File: config.mk
export PLATFORM = sky130hd
export DESIGN_NAME = uart_modem_ctrl
export DESIGN_NICKNAME = d
export VERILOG_FILES = /design/src/rtl/modem_pkg.sv /design/src/rtl/modem_sync.sv /design/src/rtl/modem_status.sv /design/src/rtl/uart_modem_ctrl.sv
export SDC_FILE = /design/constraint.sdc
export NUM_CORES = 1
export LEC_CHECK = 0
export BUFFER_PORTS_ARGS = -buffer_cell sky130_fd_sc_hd__buf_2
export CORE_MARGIN = 1
export CORE_UTILIZATION = 45
export CTS_CLUSTER_SIZE = 16
export DETAILED_ROUTE_END_ITERATION = 6
export PLACE_DENSITY = 0.79
export SLEW_MARGIN = 20
export SYNTH_ARGS = -nofsm -noshare
export SYNTH_HDL_FRONTEND = slang
export SYNTH_SLANG_ARGS = --single-unit
export TNS_END_PERCENT = 5
File: constraint.sdc
create_clock -name clk -period 2.8 [get_ports clk]
set_clock_uncertainty 0.05 [all_clocks]
set_input_delay 0.56 -clock clk [delete_from_list [all_inputs] [get_ports clk]]
set_output_delay 0.56 -clock clk [all_outputs]
set_load 0.05 [all_outputs]
File: src/rtl/modem_pkg.sv
package modem_pkg;
    // control byte fields; bit positions are visible to software
    typedef struct packed {
        logic loop;
        logic out2;
        logic out1;
        logic rts;
        logic dtr;
    } ctl_t;

    localparam int unsigned CTL_W   = 5;
    localparam int unsigned LINES   = 4;   // {carrier, ring, dsr, cts}
    localparam int unsigned RING_IX = 2;
    localparam logic [LINES-1:0] LINES_RST = 4'b1011;
    localparam ctl_t CTL_RST = '{loop: 1'b0, out2: 1'b1, out1: 1'b0, rts: 1'b0, dtr: 1'b0};
endpackage

File: src/rtl/modem_sync.sv
module modem_sync #(
    parameter int unsigned WIDTH = 4,
    parameter logic [WIDTH-1:0] RST_VAL = '0
) (
    input  logic             clk,
    input  logic             rst_n,
    input  logic [WIDTH-1:0] async_in,
    output logic [WIDTH-1:0] sync_out
);
    for (genvar i = 0; i < WIDTH; i++) begin : g_bit
        logic [1:0] stage_d, stage_q;

        always_comb begin
            stage_d = {stage_q[0], async_in[i]};
        end

        always_ff @(posedge clk or negedge rst_n) begin
            if (!rst_n) stage_q <= {2{RST_VAL[i]}};
            else        stage_q <= stage_d;
        end

        assign sync_out[i] = stage_q[1];
    end
endmodule

File: src/rtl/modem_status.sv
module modem_status
    import modem_pkg::*;
(
    input  logic             clk,
    input  logic             rst_n,
    input  logic [LINES-1:0] src_lvl,
    input  logic             rd_clr,
    output logic [LINES-1:0] lvl_q_o,
    output logic [LINES-1:0] chg_q_o
);
    typedef struct packed {
        logic [LINES-1:0] lvl;
        logic [LINES-1:0] chg;
    } st_t;

    st_t st_d, st_q;
    logic [LINES-1:0] evt;

    always_comb begin
        evt          = st_q.lvl ^ src_lvl;
        // ring flag only on the falling edge
        evt[RING_IX] = st_q.lvl[RING_IX] & ~src_lvl[RING_IX];
        st_d.lvl     = src_lvl;
        st_d.chg     = (rd_clr ? '0 : st_q.chg) | evt;
    end

    always_ff @(posedge clk or negedge rst_n) begin
        if (!rst_n) st_q <= '{lvl: LINES_RST, chg: '0};
        else        st_q <= st_d;
    end

    assign lvl_q_o = st_q.lvl;
    assign chg_q_o = st_q.chg;


    ring_fall_only_chk: assert property (@(posedge clk) disable iff (!rst_n)
        $rose(st_q.chg[RING_IX]) |-> ($past(st_q.lvl[RING_IX]) && !st_q.lvl[RING_IX]));


    change_kept_chk: assert property (@(posedge clk) disable iff (!rst_n)
        (st_q.lvl != $past(st_q.lvl)) |->
        ((st_q.chg & (st_q.lvl ^ $past(st_q.lvl)) & 4'b1011) == ((st_q.lvl ^ $past(st_q.lvl)) & 4'b1011)));


    read_clears_chk: assert property (@(posedge clk) disable iff (!rst_n)
        (rd_clr && (src_lvl == st_q.lvl)) |=> (st_q.chg == '0));
endmodule

File: src/rtl/uart_modem_ctrl.sv
module uart_modem_ctrl
    import modem_pkg::*;
(
    input  logic       clk,
    input  logic       rst_n,
    input  logic       mcr_we,
    input  logic [7:0] mcr_wdata,
    output logic [7:0] mcr_rdata,
    input  logic       msr_re,
    output logic [7:0] msr_rdata,
    input  logic       dcd_in,
    input  logic       ri_in,
    input  logic       dsr_in,
    input  logic       cts_in,
    output logic       rts_out,
    output logic       dtr_out,
    output logic       out1_out,
    output logic       out2_out,
    input  logic       txd_core,
    output logic       txd_pad,
    input  logic       rxd_pad,
    output logic       rxd_core,
    output logic       any_delta
);
    ctl_t ctl_d, ctl_q;
    logic [LINES-1:0] pin_lvl, loop_lvl, src_lvl, lvl_q, chg_q;

    always_comb begin
        ctl_d = ctl_q;
        if (mcr_we) ctl_d = ctl_t'(mcr_wdata[CTL_W-1:0]);
    end

    always_ff @(posedge clk or negedge rst_n) begin
        if (!rst_n) ctl_q <= CTL_RST;
        else        ctl_q <= ctl_d;
    end

    modem_sync #(.WIDTH(LINES), .RST_VAL(LINES_RST)) u_sync (
        .clk     (clk),
        .rst_n   (rst_n),
        .async_in({dcd_in, ri_in, dsr_in, cts_in}),
        .sync_out(pin_lvl)
    );

    // loopback cross-map: OUT2->carrier, OUT1->ring, DTR->dsr, RTS->cts
    assign loop_lvl = {ctl_q.out2, ctl_q.out1, ctl_q.dtr, ctl_q.rts};
    assign src_lvl  = ctl_q.loop ? loop_lvl : pin_lvl;

    modem_status u_status (
        .clk    (clk),
        .rst_n  (rst_n),
        .src_lvl(src_lvl),
        .rd_clr (msr_re),
        .lvl_q_o(lvl_q),
        .chg_q_o(chg_q)
    );

    assign mcr_rdata = {{(8-CTL_W){1'b0}}, ctl_q};
    assign msr_rdata = {lvl_q, chg_q};
    assign any_delta = |chg_q;

    assign rts_out  = ctl_q.rts  & ~ctl_q.loop;
    assign dtr_out  = ctl_q.dtr  & ~ctl_q.loop;
    assign out1_out = ctl_q.out1 & ~ctl_q.loop;
    assign out2_out = ctl_q.out2 & ~ctl_q.loop;
    assign txd_pad  = ctl_q.loop ? 1'b1 : txd_core;
    assign rxd_core = ctl_q.loop ? txd_core : rxd_pad;


    loop_pins_quiet_chk: assert property (@(posedge clk) disable iff (!rst_n)
        mcr_rdata[4] |-> (!rts_out && !dtr_out && !out1_out && !out2_out && txd_pad && (rxd_core == txd_core)));


    loop_status_map_chk: assert property (@(posedge clk) disable iff (!rst_n)
        (mcr_rdata[4] && $past(mcr_rdata[4]) && $stable(mcr_rdata)) |->
        (msr_rdata[7:4] == {mcr_rdata[3], mcr_rdata[2], mcr_rdata[0], mcr_rdata[1]}));


    any_delta_chk: assert property (@(posedge clk) disable iff (!rst_n)
        any_delta == (msr_rdata[3:0] != 4'h0));
endmodule

==> results by group <==
Run status
  • Status: finished clean

Synthesis
  • Mapped Area: 836 um2
  • Mean Syn Cell Area: 14.7 um2
  • Count of cell types in the netlist: 16
  • Gate Count Post-Synth: 57
  • Cell taking the most area after synthesis: dfrtp_1
  • Synthesized flop and latch total: 21
  • Largest cells by area after synthesis: dfrtp_1 (33%), dfstp_2 (31%), mux2_2 (11%)
  • Sequential share of the synthesized area: 0.644
  • Synth Warn #: 0
  • Synth top area share: 0.329

Timing
  • Final Hold Viols: 0
  • F_max: 0.477 GHz
  • Setup TNS: 0 ns
  • Slew Viols, Final: 0
  • Setup violations, final: 0
  • Fin crit share: 0.749
  • Unrepaired setup endpoints after global routing: no
  • Final min period: 2.10 ns

Critical path
  • CP peak stage delay: 0.60 ns
  • Slowest-stage cell, CP: dfrtp_1
  • CP Class: flip-flop to primary output
  • Crit path arrival time: 1.49 ns
  • Worst-path cell chain: mux2_2, buf_2
  • CP Capture Type: primary output
  • CP Launch Type: flip-flop
  • Crit path required time: 2.19 ns
  • Critical path peak fanout: 12

Power and ir drop
  • Total chip power: 0.743 mW
  • Pwr Density: 715 nW/um2
  • Peak VDD IR: 0.000551 V
  • Leak Pwr: 0.495 nW

Job
  • Number of max-cap violations: 0

Floorplan
  • DIE HEIGHT: 45.1 um
  • I/O pin total: 41
  • Die width: 45.1 um
  • Core region area: 1730 um2
  • Cell Rows: 15
  • Die area: 2030 um2
  • Initial core utilization: 0.484

Routing
  • Antenna viol nets, final: 0
  • First-pass iteration count of the detailed router: 2
  • Final WL: 1280 um
  • Drt wl/cell: 10.9 um
  • Via count: 518
  • # DRC: 0
  • Via density: 4.39
  • Drt initial violations: 2

Placement
  • Cell total after placement: 114
  • Post-DP HPWL: 991 um
  • PortBufs: 34
  • Routability congestion estimate: 0.615

Layout
  • # diodes: 0
  • Area growth syn-to-layout: 24.3%
  • Highest-count cells in the layout ignoring fill and taps: buf_2 (34), dfrtp_1 (11), dfstp_2 (10)
  • Layout filler cell count: 161
  • Fin nets: 112
  • Final cell count without fillers: 118
  • Commonest non-fill, non-tap cell in the layout: buf_2
  • Layout cell share with drive strength beyond 1: 0.699

Clock tree
  • Total CTS buffers: 3
  • Clock buffer depth: 2
  • Clk sinks: 21
  • Clk_lat worst skew: 0.29 ns
  • Clk root buf: clkbuf_4
  • CTS tree: done
  • Hold buffer count at CTS: 0
  • H-Tree Depth: 1
  • Post CTS Setup Buffer Count: 0
  • Cts repair resizes: 0
  • CTS clk-pin slew, worst paths: 0.11 ns

GRT
  • Global route total overflow: 0
  • Antenna violations before repair: 0
  • Total global-route track usage: 0.145
  • First-pass GRT wire length: 2100 um
  • Largest net degree at the start of global routing: 22
  • Vias in the first global route: 457

Min path
  • Hold crit path type: input pin to asynchronous set/reset pin
-- stage by stage --
step / hold WS (ns) / setup slack (ns) / utilization / cell area, um2
2_1_floorplan: 0.214 / 0.808 / - / 843
3_3_place_gp: 0.282 / 1.05 / 0.586 / 1010
3_5_place_dp: 0.285 / 1.03 / 0.586 / 1010
4_1_cts: 0.152 / 0.684 / 0.601 / 1040
5_1_grt: 0.151 / 0.622 / 0.601 / 1040
6_report: 0.146 / 0.702 / 0.601 / 1040
-- sequential cells by signal, indices dropped and copies added (netlist names) --
register and cells:
mcr_rdata 5, u_status.chg_q_o 4, u_status.lvl_q_o 4, u_sync.g_bit.stage_q 8
-- cell type report --
type,count,area (um2),share of cell area
sequential,21,538,0.518
multi-input combinational,32,264,0.254
timing repair buffer,34,170,0.164
tap,25,31.3,0.0301
clock buffer,3,22.5,0.0217
inverter,2,7.51,0.00723
clock inverter,1,5.00,0.00482
-- synth_stat cells --
| cell type | number |
|---|---|
| or4_1 | 1 |
| conb_1 | 1 |
| nor3_1 | 1 |
| and2b_2 | 4 |
| mux2_4 | 2 |
| o22ai_1 | 1 |
| or2_2 | 1 |
| buf_6 | 1 |
| dfstp_2 | 10 |
| inv_1 | 2 |
| dfrtp_1 | 11 |
| buf_4 | 3 |
| a21oi_1 | 3 |
| nor2b_1 | 6 |
| nor3_2 | 2 |
| mux2_2 | 8 |
-- cells by family after synthesis --
family	share of synthesized area
AO/OA/AOI/OAI	0.0254
buffers and inverters	0.0494
flip-flops	0.644
multiplexers	0.144
other	0.00449
AND/OR/NAND/NOR	0.133
-- power by group --
part	internal (mW)	switching [mW]
clock	0.0530	0.0828
combinational	0.0663	0.174
sequential	0.343	0.0236
total	0.462	0.281
-- final timing paths --
path	cells after the start	slack [ns]	to	start
hold / removal	1	0.15	mcr_rdata[2]	rst_n
setup reg to reg	3	1.41	u_status.chg_q_o[3]	mcr_rdata[4]
hold reg to reg	0	0.31	u_sync.g_bit[2].stage_q[1]	u_sync.g_bit[2].stage_q[0]
setup / recovery	2	0.70	rxd_core	mcr_rdata[4]
min in group clk	1	0.31	u_sync.g_bit[0].stage_q[0]	cts_in
max in group asynchronous	1	2.21	mcr_rdata[3]	rst_n
-- critical path: cells and delay by family (launching register included) --
kind,cells,cell delay (ns)
flip-flops,1,0.60
multiplexers,1,0.39
buffers and inverters,1,0.21
-- layer usage --
metal | global-route usage | routed length, um | vias to the layer above
li1 | - | - | 256
met1 | 0.199 | 580 | 240
met2 | 0.232 | 627 | 20
met3 | 0.0360 | 60 | 2
met4 | 0.0364 | 14 | 0
met5 | 0 | 0 | -
Power figures use the tool's default switching activity.
